===== config.mk =====
export PLATFORM = sky130hd
export DESIGN_NAME = addr_watch_unit
export DESIGN_NICKNAME = d
export VERILOG_FILES = /design/src/rtl/awu_pkg.sv /design/src/rtl/awu_match.sv /design/src/rtl/awu_wp.sv /design/src/rtl/addr_watch_unit.sv
export SDC_FILE = /design/constraint.sdc
export NUM_CORES = 1
export LEC_CHECK = 0
export ABC_CLOCK_PERIOD_IN_PS = 7170
export BUFFER_PORTS_ARGS = -buffer_cell sky130_fd_sc_hd__buf_2
export CAP_MARGIN = 25
export CELL_PAD_IN_SITES_DETAIL_PLACEMENT = 0
export CELL_PAD_IN_SITES_GLOBAL_PLACEMENT = 1
export CORE_ASPECT_RATIO = 1.1
export CORE_MARGIN = 3
export CORE_UTILIZATION = 56
export CTS_BUF_LIST = sky130_fd_sc_hd__clkbuf_4
export CTS_CLUSTER_DIAMETER = 200
export CTS_CLUSTER_SIZE = 20
export DETAILED_ROUTE_END_ITERATION = 10
export PLACE_DENSITY = 0.91
export SYNTH_ARGS = -nofsm -noshare
export SYNTH_HDL_FRONTEND = slang
export SYNTH_SLANG_ARGS = --single-unit

===== constraint.sdc =====
create_clock -name clk -period 7.17 [get_ports clk]
set_input_delay 1.434 -clock clk [delete_from_list [all_inputs] [get_ports clk]]
set_output_delay 1.434 -clock clk [all_outputs]
set_load 0.01 [all_outputs]

===== src/rtl/awu_pkg.sv =====
package awu_pkg;
  // register offsets inside one watchpoint's 8-word window
  localparam logic [2:0] OFF_FIRST   = 3'd0;
  localparam logic [2:0] OFF_LAST    = 3'd1;
  localparam logic [2:0] OFF_KIND    = 3'd2;
  localparam logic [2:0] OFF_CLIENTS = 3'd3;
  localparam logic [2:0] OFF_CAPCLI  = 3'd4;
  localparam logic [2:0] OFF_CAPADDR = 3'd5;
  localparam logic [2:0] OFF_CAPINFO = 3'd6;
  localparam logic [2:0] OFF_RELEASE = 3'd7;
  // top-level words
  localparam logic [2:0] TOP_MASK    = 3'd0;
  localparam logic [2:0] TOP_RAW     = 3'd1;
  localparam logic [2:0] TOP_MASKED  = 3'd2;
  localparam logic [2:0] TOP_ACK     = 3'd3;
  // info word field positions
  localparam int INFO_CID_LSB  = 4;
  localparam int INFO_SIZE_LSB = 8;
endpackage


===== src/rtl/awu_match.sv =====
module awu_match #(
  parameter int ADDR_W = 32,
  parameter int CID_W  = 4
) (
  input  logic                  acc_valid,
  input  logic [ADDR_W-1:0]     acc_addr,
  input  logic [CID_W-1:0]      acc_cid,
  input  logic                  acc_write,
  input  logic [ADDR_W-1:0]     cfg_first,
  input  logic [ADDR_W-1:0]     cfg_last,
  input  logic [1:0]            cfg_kind,
  input  logic [(1<<CID_W)-1:0] cfg_clients,
  output logic                  hit
);
  logic in_window;
  logic kind_ok;
  logic client_ok;

  always_comb begin
    in_window = (acc_addr >= cfg_first) && (acc_addr <= cfg_last);
    kind_ok   = acc_write ? cfg_kind[1] : cfg_kind[0];
    client_ok = cfg_clients[acc_cid];
    hit       = acc_valid && in_window && kind_ok && client_ok;
  end
endmodule


===== src/rtl/awu_wp.sv =====
module awu_wp
  import awu_pkg::*;
#(
  parameter int ADDR_W = 32,
  parameter int CID_W  = 4,
  parameter int SIZE_W = 3,
  parameter int DATA_W = 32
) (
  input  logic               clk,
  input  logic               rst_n,
  input  logic               cfg_we,
  input  logic [2:0]         cfg_off,
  input  logic [DATA_W-1:0]  cfg_wdata,
  input  logic [2:0]         rd_off,
  output logic [DATA_W-1:0]  rd_data,
  input  logic               acc_valid,
  input  logic [ADDR_W-1:0]  acc_addr,
  input  logic [CID_W-1:0]   acc_cid,
  input  logic               acc_write,
  input  logic [SIZE_W-1:0]  acc_size,
  input  logic               top_ack,
  output logic               status
);
  localparam int NCLI = 1 << CID_W;

  logic [ADDR_W-1:0] cfg_first, cfg_last;
  logic [1:0]        cfg_kind;
  logic [NCLI-1:0]   cfg_clients;
  logic              frozen;
  logic [NCLI-1:0]   cap_clients;
  logic [ADDR_W-1:0] cap_addr;
  logic              cap_write;
  logic [CID_W-1:0]  cap_cid;
  logic [SIZE_W-1:0] cap_size;
  logic              hit;
  logic              release_wr;
  logic              load;
  logic [NCLI-1:0]   cid_onehot;
  logic [DATA_W-1:0] info_word;

  awu_match #(.ADDR_W(ADDR_W), .CID_W(CID_W)) u_match (
    .acc_valid  (acc_valid),
    .acc_addr   (acc_addr),
    .acc_cid    (acc_cid),
    .acc_write  (acc_write),
    .cfg_first  (cfg_first),
    .cfg_last   (cfg_last),
    .cfg_kind   (cfg_kind),
    .cfg_clients(cfg_clients),
    .hit        (hit)
  );

  always_comb begin
    release_wr = cfg_we && (cfg_off == OFF_RELEASE) && cfg_wdata[0];
    load       = hit && (!frozen || release_wr);
    cid_onehot = NCLI'(1) << acc_cid;
  end

  always_ff @(posedge clk or negedge rst_n) begin
    if (!rst_n) begin
      cfg_first   <= '0;
      cfg_last    <= '0;
      cfg_kind    <= '0;
      cfg_clients <= '0;
    end else if (cfg_we) begin
      case (cfg_off)
        OFF_FIRST:   cfg_first   <= cfg_wdata[ADDR_W-1:0];
        OFF_LAST:    cfg_last    <= cfg_wdata[ADDR_W-1:0];
        OFF_KIND:    cfg_kind    <= cfg_wdata[1:0];
        OFF_CLIENTS: cfg_clients <= cfg_wdata[NCLI-1:0];
        default: ;
      endcase
    end
  end

  always_ff @(posedge clk or negedge rst_n) begin
    if (!rst_n) begin
      frozen      <= 1'b0;
      cap_clients <= '0;
      cap_addr    <= '0;
      cap_write   <= 1'b0;
      cap_cid     <= '0;
      cap_size    <= '0;
      status      <= 1'b0;
    end else begin
      frozen <= hit || (frozen && !release_wr);
      status <= hit || (status && !top_ack);
      if (load) begin
        cap_clients <= cid_onehot;
        cap_addr    <= acc_addr;
        cap_write   <= acc_write;
        cap_cid     <= acc_cid;
        cap_size    <= acc_size;
      end else if (hit) begin
        cap_clients <= cap_clients | cid_onehot;
      end
    end
  end

  always_comb begin
    info_word = '0;
    info_word[0] = cap_write;
    info_word[INFO_CID_LSB +: CID_W] = cap_cid;
    info_word[INFO_SIZE_LSB +: SIZE_W] = cap_size;
    case (rd_off)
      OFF_FIRST:   rd_data = DATA_W'(cfg_first);
      OFF_LAST:    rd_data = DATA_W'(cfg_last);
      OFF_KIND:    rd_data = DATA_W'(cfg_kind);
      OFF_CLIENTS: rd_data = DATA_W'(cfg_clients);
      OFF_CAPCLI:  rd_data = DATA_W'(cap_clients);
      OFF_CAPADDR: rd_data = DATA_W'(cap_addr);
      OFF_CAPINFO: rd_data = info_word;
      default:     rd_data = DATA_W'(frozen);
    endcase
  end

  AST_CAP_HOLD: assert property (@(posedge clk) disable iff (!rst_n)
    (frozen && !release_wr) |=> $stable(cap_addr));
  AST_HIT_SETS_STATUS: assert property (@(posedge clk) disable iff (!rst_n)
    hit |=> status);
  AST_ACK_CLEARS_STATUS: assert property (@(posedge clk) disable iff (!rst_n)
    (top_ack && !hit) |=> !status);
  AST_IDLE_NO_HIT: assert property (@(posedge clk) disable iff (!rst_n)
    !acc_valid |-> !hit);
  AST_HIT_IN_WINDOW: assert property (@(posedge clk) disable iff (!rst_n)
    hit |-> (acc_addr >= cfg_first && acc_addr <= cfg_last));
endmodule


===== src/rtl/addr_watch_unit.sv =====
module addr_watch_unit
  import awu_pkg::*;
#(
  parameter int NUM_WP = 4,
  parameter int ADDR_W = 32,
  parameter int CID_W  = 4,
  parameter int SIZE_W = 3,
  parameter int DATA_W = 32,
  localparam int RA_W  = $clog2(8 * (NUM_WP + 1)),
  localparam int SEL_W = RA_W - 3
) (
  input  logic              clk,
  input  logic              rst_n,
  input  logic              obs_valid,
  output logic              obs_ready,
  input  logic [ADDR_W-1:0] obs_addr,
  input  logic [CID_W-1:0]  obs_client,
  input  logic              obs_write,
  input  logic [SIZE_W-1:0] obs_size,
  input  logic              reg_wr,
  input  logic [RA_W-1:0]   reg_addr,
  input  logic [DATA_W-1:0] reg_wdata,
  output logic [DATA_W-1:0] reg_rdata,
  output logic              irq
);
  logic [NUM_WP-1:0] intr_mask;
  logic [NUM_WP-1:0] status;
  logic [NUM_WP-1:0] ack_bits;
  logic [DATA_W-1:0] wp_rdata [NUM_WP];
  logic [SEL_W-1:0]  sel;
  logic [2:0]        off;
  logic              top_sel;

  assign obs_ready = 1'b1;

  always_comb begin
    sel      = reg_addr[RA_W-1:3];
    off      = reg_addr[2:0];
    top_sel  = (sel == '0);
    ack_bits = (reg_wr && top_sel && off == TOP_ACK) ? reg_wdata[NUM_WP-1:0] : '0;
  end

  always_ff @(posedge clk or negedge rst_n) begin
    if (!rst_n) intr_mask <= '0;
    else if (reg_wr && top_sel && off == TOP_MASK) intr_mask <= reg_wdata[NUM_WP-1:0];
  end

  for (genvar i = 0; i < NUM_WP; i++) begin : g_wp
    logic hit_sel;
    assign hit_sel = (sel == SEL_W'(i + 1));
    awu_wp #(.ADDR_W(ADDR_W), .CID_W(CID_W), .SIZE_W(SIZE_W), .DATA_W(DATA_W)) u_wp (
      .clk       (clk),
      .rst_n     (rst_n),
      .cfg_we    (reg_wr && hit_sel),
      .cfg_off   (off),
      .cfg_wdata (reg_wdata),
      .rd_off    (off),
      .rd_data   (wp_rdata[i]),
      .acc_valid (obs_valid),
      .acc_addr  (obs_addr),
      .acc_cid   (obs_client),
      .acc_write (obs_write),
      .acc_size  (obs_size),
      .top_ack   (ack_bits[i]),
      .status    (status[i])
    );
  end

  always_comb begin
    reg_rdata = '0;
    if (top_sel) begin
      case (off)
        TOP_MASK:   reg_rdata = DATA_W'(intr_mask);
        TOP_RAW:    reg_rdata = DATA_W'(status);
        TOP_MASKED: reg_rdata = DATA_W'(status & intr_mask);
        default:    reg_rdata = '0;
      endcase
    end else begin
      for (int i = 0; i < NUM_WP; i++)
        if (sel == SEL_W'(i + 1)) reg_rdata = wp_rdata[i];
    end
  end

  assign irq = |(status & intr_mask);

  AST_IRQ_NEEDS_MASK: assert property (@(posedge clk) disable iff (!rst_n)
    irq |-> (intr_mask != '0));
  AST_IRQ_NEEDS_STATUS: assert property (@(posedge clk) disable iff (!rst_n)
    irq |-> (status != '0));
endmodule


==> flow_summary_export.csv, run 1 <==
group,metric,value,unit
finish,fin_nets,3456,
sta,tightestPinTransition,1190,ps
critical_path,path_cells,"buf_2, inv_1, buf_4, and2_2, a22oi_1, nand2_1, a21oi_1, or4_1, a21oi_1, buf_2",
grt,grtUsageTotal,36.6,%
routing,drt_first_iter_violations,2746,
routing,wl_per_cell,29.5,µm
synthesis,ys_ff_latch,564,
synthesis,syn_inst,3086,
synthesis,avgSynthCellArea,10.7,µm²
synthesis,async_flop_share,100,%
grt,antenna_found_initial,8,
pwr,powerDensity,209,nW/µm²
sta,fmax,166,MHz
sta,setup_viol,0,
synthesis,synth_nets,3424,
placement,hpwl,78900,µm
die,die_w,237,µm
finish,area_delta_synth_final,4.65,%
critical_path,path_delay_family,"simple AND/OR/NAND/NOR gates",
critical_path,r2r_start,"g_wp[3].u_wp.cfg_last[31]",
placement,gp_congestion,1.01,
grt,grt_use_met2,58.2,%
cts,cts_tree,"done",
cts,ctsHoldBuffers,0,
critical_path,crit_path_max_incr_delay,830,ps
critical_path,path_max_fanout,35,
die,rows,92,
critical_path,start_kind,"input pin",
worst_hold_path,hp-class,"in -> async",
cts,post_cts_buffers,0,
grt,gr-usage-met3,7.51,%
routing,wl,114000,µm
pwr,ir_worst_vdd,0.146,mV
routing,drc,0,
flow_run,max_cap_viol_count,0,
cts,ctsResizeCount,0,
synthesis,synth_warnings,0,
critical_path,slowest_stage,"and2_2",
grt,grt_first_pass_wirelength,169000,µm
synthesis,synth_edf_count,0,
cts,clk_latency,910,ps
finish,final_layout_size_suffix_gt1_share,20.3,%
synthesis,ys_seq_area_share,42.9,%
critical_path,r2r_cells,9,
cts,htreeDepth,2,
critical_path,critPathKind,"in -> out",
grt,grt_use_met1,45.1,%
cts,clock-root-buffer,"clkbuf_4",
cts,cts_sinks,564,
grt,grt_max_degree,181,
die,chipHeight,260,µm
grt,grt_pass1_vias,26648,
die,start_util,57.0,%
pwr,leakagePower,16.4,nW
pwr,power.total,7.19,mW
sta,rsz0062_at_grt,"no",
sta,whs,481,ps
routing,vias,25978,
sta,max-slew-margin-rel,20.9,%
sta,finalHoldViolations,0,
die,ios,116,
grt,grt-busiest-layer,"met2",
cts,ctsLongestPathBuffers,3,
synthesis,synth_cell_types,65,
routing,antenna_left,0,
sta,clock_skew,113,ps
outcome,status,"completed",
critical_path,required,5740,ps
critical_path,rrSetupSlack,2730,ps
placement,port_buffers,114,
sta,timing.final.crit_period,6040,ps
cts,clk_pin_slew,190,ps
grt,grt-ovfl-total,0,
sta,slew_viol_final,0,
critical_path,r2r_end,"g_wp[3].u_wp.cap_addr[12]",
critical_path,worstPathArrival,4610,ps
sta,finalCritPeriodShare,84.3,%
synthesis,synth_area,32900,µm²
cts,cts-buffers-inserted,34,
sta,fin_tns_setup,0,ps
critical_path,critPathBufInv,4,
synthesis,synth_flop_cell,"dfrtp_1",
critical_path,cp-end-kind,"output pin",
die,dieArea,61600,µm²
die,coreArea,57700,µm²
routing,drt_pass1_iterations,6,
routing,via_per_inst,6.70,
-- worst max path at each step --
stage                start            end  slack, ps  cells past startpoint
6_report       reg_addr[1]  reg_rdata[10]       1130                     10
5_1_grt        reg_addr[0]  reg_rdata[10]       1180                     10
4_1_cts        reg_addr[1]  reg_rdata[10]       1250                     10
3_5_place_dp   reg_addr[1]  reg_rdata[10]       1260                     10
3_3_place_gp   reg_addr[1]  reg_rdata[10]       1320                     10
2_1_floorplan  reg_addr[1]   reg_rdata[6]       2380                     10
-- flip-flops by register name, summed over array words and instances, names as in the netlist --
name,flops
g_wp.u_wp.cfg_clients,64
g_wp.u_wp.frozen,4
g_wp.u_wp.cap_cid,16
intr_mask,4
g_wp.u_wp.cfg_first,128
g_wp.u_wp.cfg_last,128
g_wp.u_wp.status,4
g_wp.u_wp.cap_size,12
g_wp.u_wp.cap_write,4
g_wp.u_wp.cap_addr,128
g_wp.u_wp.cap_clients,64
g_wp.u_wp.cfg_kind,8
-- kinds of logic (layout without fill, tap and decap cells) --
| kind of cell | count (synthesis) | in the layout | synth area share, % |
|---|---|---|---|
| flip-flops | 564 | 564 | 42.9 |
| buffers and inverters | 501 | 535 | 6.57 |
| AO/OA/AOI/OAI | 715 | 715 | 14.3 |
| adder cells (fa/ha/maj) | 256 | 256 | 9.74 |
| AND/OR/NAND/NOR | 473 | 473 | 6.85 |
| other | 1 | 5 | 0.0114 |
| multiplexers | 576 | 576 | 19.6 |
-- cell type report --
type | count | area [µm²]
Antenna cell | 4 | 10.0
Timing Repair Buffer | 177 | 1140
Fill cell | 4917 | 23300
Sequential cell | 564 | 14100
Clock buffer | 37 | 278
Clock inverter | 1 | 16.3
Tap cell | 752 | 941
Inverter | 320 | 1200
Multi-Input combinational cell | 2021 | 16700
-- layout by cell type (no fill, tap or decap), drive strengths merged, types with 9 or more instances in the layout --
cell type  netlist  final
buf             78    176
mux2i          103    103
a211oi          15     15
nor4             9      9
nand2          213    213
and4            12     12
nand2b          16     16
a221o           16     16
nor2            80     80
nand3           33     33
a221oi          26     26
and2            13     13
o21ai          159    159
ha             256    256
a21oi          193    193
o22ai           20     20
a22oi          110    110
o2bb2ai         64     64
a21o            26     26
nor3            13     13
a31oi           10     10
inv            320    321
mux2           465    465
nand4           39     39
o211ai          21     21
clkbuf         103     38
dfrtp          564    564
nor2b           29     29
-- cells in the mapped netlist, drive strengths merged (13+ instances only) --
| library cell | number | area (µm²) |
|---|---|---|
| nand2 | 213 | 800 |
| a211oi | 15 | 113 |
| o21ai | 159 | 796 |
| a221o | 16 | 160 |
| nand2b | 16 | 100 |
| o2bb2ai | 64 | 561 |
| and2 | 13 | 81.3 |
| nor2b | 29 | 181 |
| dfrtp | 564 | 14100 |
| nand3 | 33 | 165 |
| mux2 | 465 | 5240 |
| nor2 | 80 | 300 |
| clkbuf | 103 | 387 |
| a21o | 26 | 195 |
| nor3 | 13 | 80.1 |
| mux2i | 103 | 1030 |
| a221oi | 26 | 228 |
| o22ai | 20 | 125 |
| nand4 | 39 | 244 |
| inv | 320 | 1200 |
| a22oi | 110 | 826 |
| ha | 256 | 3200 |
| o211ai | 21 | 158 |
| buf | 78 | 571 |
| a21oi | 193 | 966 |
-- metrics by stage --
stage / cell area, µm² / utilization [%] / worst slack, ps / instances
after floorplan: 32900 / - / 2380 / 3086
after global placement: 34000 / 59.0 / 1320 / 3830
after detailed placement: 34100 / 59.0 / 1260 / 3831
after CTS: 34300 / 59.6 / 1250 / 3869
after global routing: 34400 / 59.6 / 1180 / 3875
final: 34400 / 59.6 / 1130 / 3876
-- report_power, final --
part	leakage, nW	internal [mW]	total [mW]	switching, mW
sequential	7.24	3.67	4.04	0.370
clock	0.178	0.244	1.26	1.02
combinational	9.01	0.782	1.90	1.11
-- routing by layer --
layer / share of wire (%) / up-vias
met5: 0.017 / -
met4: 8.4 / 2
met3: 8.8 / 496
met2: 45 / 1430
met1: 37 / 12911
li1: - / 11139
No activity file was read; power rests on OpenSTA's default activity.
==> run 2, diff against run 1 <==
--- a/config.mk
+++ b/config.mk
@@ -5,19 +5,19 @@
 export SDC_FILE = /design/constraint.sdc
 export NUM_CORES = 1
 export LEC_CHECK = 0
-export ABC_CLOCK_PERIOD_IN_PS = 7170
+export ABC_CLOCK_PERIOD_IN_PS = 5240
 export BUFFER_PORTS_ARGS = -buffer_cell sky130_fd_sc_hd__buf_2
 export CAP_MARGIN = 25
 export CELL_PAD_IN_SITES_DETAIL_PLACEMENT = 0
 export CELL_PAD_IN_SITES_GLOBAL_PLACEMENT = 1
 export CORE_ASPECT_RATIO = 1.1
 export CORE_MARGIN = 3
-export CORE_UTILIZATION = 56
+export CORE_UTILIZATION = 47
 export CTS_BUF_LIST = sky130_fd_sc_hd__clkbuf_4
 export CTS_CLUSTER_DIAMETER = 200
 export CTS_CLUSTER_SIZE = 20
 export DETAILED_ROUTE_END_ITERATION = 10
-export PLACE_DENSITY = 0.91
+export PLACE_DENSITY = 0.82
 export SYNTH_ARGS = -nofsm -noshare
 export SYNTH_HDL_FRONTEND = slang
 export SYNTH_SLANG_ARGS = --single-unit
==> constraint.sdc (replaced) <==
create_clock -name clk -period 5.24 [get_ports clk]
set_input_delay 1.048 -clock clk [delete_from_list [all_inputs] [get_ports clk]]
set_output_delay 1.048 -clock clk [all_outputs]
set_load 0.01 [all_outputs]
==> flow_summary_export.csv, run 2 (synthesis results as in run 1) <==
group,metric,value,unit
outcome,status,"completed",
worst_hold_path,hp-class,"in -> async",
flow_run,max_cap_viol_count,0,
pwr,leakagePower,16.8,nW
die,dieArea,73100,µm²
grt,grt_max_degree,136,
finish,final_common_cell,"dfrtp_1",
sta,finalCritPeriodShare,92.8,%
pwr,powerDensity,282,nW/µm²
placement,dp.cells,4061,
finish,post_layout_nonfiller_instances,4105,
pwr,ir_worst_vdd,0.179,mV
cts,ctsResizeCount,0,
placement,port_buffers,114,
critical_path,required,4190,ps
sta,clock_skew,96.0,ps
cts,post_cts_buffers,0,
finish,seq_area,14100,µm²
sta,setup_ws,378,ps
grt,grt_pass1_vias,26653,
finish,fillers,6257,
cts,cts_sinks,564,
sta,max-slew-margin-rel,26.6,%
critical_path,worstPathArrival,3810,ps
routing,drt_pass1_iterations,6,
die,ios,116,
sta,setup_viol,0,
routing,via_per_inst,6.35,
grt,antenna_found_initial,9,
sta,fin_tns_setup,0,ps
sta,slew_viol_final,0,
routing,drc,0,
finish,multi_input_comb_area,16700,µm²
die,chipHeight,283,µm
finish,area_delta_synth_final,7.19,%
finish,final_layout_size_suffix_gt1_share,21.6,%
critical_path,path_max_fanout,14,
cts,clk_latency,900,ps
critical_path,critPathKind,"in -> out",
routing,vias,26081,
cts,ctsLongestPathBuffers,3,
critical_path,start_kind,"input pin",
cts,clock-root-buffer,"clkbuf_4",
placement,post-place-ws,35.6,ps
finish,reg_top3,"g_wp.u_wp.cap_addr: 128 flops, g_wp.u_wp.cfg_first: 128 flops, g_wp.u_wp.cfg_last: 128 flops",
cts,cts-buffers-inserted,34,
cts,clk_pin_slew,230,ps
grt,grt_first_pass_wirelength,177000,µm
sta,fmax,206,MHz
finish,fin_area,35200,µm²
die,coreArea,69100,µm²
routing,antenna_left,0,
sta,tightestPinTransition,1090,ps
routing,drt_first_iter_violations,2680,
finish,final_cell_mix,"564 x dfrtp_1, 384 x mux2_2, 320 x inv_1",
cts,ctsHoldBuffers,0,
placement,hpwl,86500,µm
routing,wl,121000,µm
sta,rsz0062_at_grt,"no",
sta,whs,137,ps
grt,grtUsageTotal,32.6,%
sta,timing.final.crit_period,4860,ps
finish,fin_nets,3508,
cts,cts_tree,"done",
routing,wl_per_cell,29.4,µm
die,start_util,47.6,%
die,die_w,258,µm
sta,finalHoldViolations,0,
cts,htreeDepth,2,
placement,gp_congestion,1.00,
critical_path,cp-end-kind,"output pin",
die,rows,101,
grt,grt-ovfl-total,0,
placement,dpl_cell_area,34900,µm²
[run 2: changes by cell type in the layout (fill, tap and decap cells not counted)]
cell | previous run | this run
clkbuf_4 | 38 | 37
buf_4 | 57 | 91
diode_2 | 4 | 6
buf_16 | 2 | 0
buf_12 | 3 | 24
[run 2: per-layer routing]
layer	track usage (%)	routed length (µm)	share of wire, %
met4	20.4	9180	7.6
met1	40.6	46400	38
met3	6.26	9420	7.8
met5	0	107	0.089
met2	52.1	55500	46
[run 2: where the power goes]
group	switching [mW]	leakage (nW)	internal [mW]	total, mW
sequential	0.514	7.24	5.02	5.53
clock	1.42	0.178	0.333	1.75
combinational	1.55	9.34	1.10	2.65
total	3.48	16.8	6.46	9.94
[run 2: final cells by class]
type	count	share of cell area (%)
Multi-Input combinational cell	2021	47.4
Sequential cell	564	40.1
Timing Repair Buffer	229	4.97
Inverter	320	3.41
Tap cell	927	3.29
Clock buffer	37	0.788
Clock inverter	1	0.0462
Antenna cell	6	0.0426
[run 2: final timing paths]
kind	start	endpoint	slack, ps	depth (start not counted)
setup / recovery	reg_addr[3]	reg_rdata[20]	380	7
hold / removal	rst_n	g_wp[2].u_wp.cfg_last[8]	140	1
setup reg to reg	g_wp[3].u_wp.cfg_first[15]	g_wp[3].u_wp.cap_addr[0]	920	11
hold reg to reg	g_wp[1].u_wp.cap_addr[22]	g_wp[1].u_wp.cap_addr[22]	510	1
max in group asynchronous	rst_n	g_wp[1].u_wp.cfg_last[22]	3750	2
min in group clk	obs_size[2]	g_wp[1].u_wp.cap_size[2]	440	2
[run 2: stage by stage]
stage	total power [mW]	util [%]
global placement	8.09	50.5
floorplan	7.06	-
detailed placement	8.22	50.5
global route	10.4	51.0
CTS	9.93	50.9
finish	9.94	51.0
[run 2: worst max-delay path, cell delays in order]
cell,delay [ps]
buf_2,460
nand2b_1,330
or2_2,520
nor2_1,660
a21oi_1,150
o32ai_1,420
buf_2,210
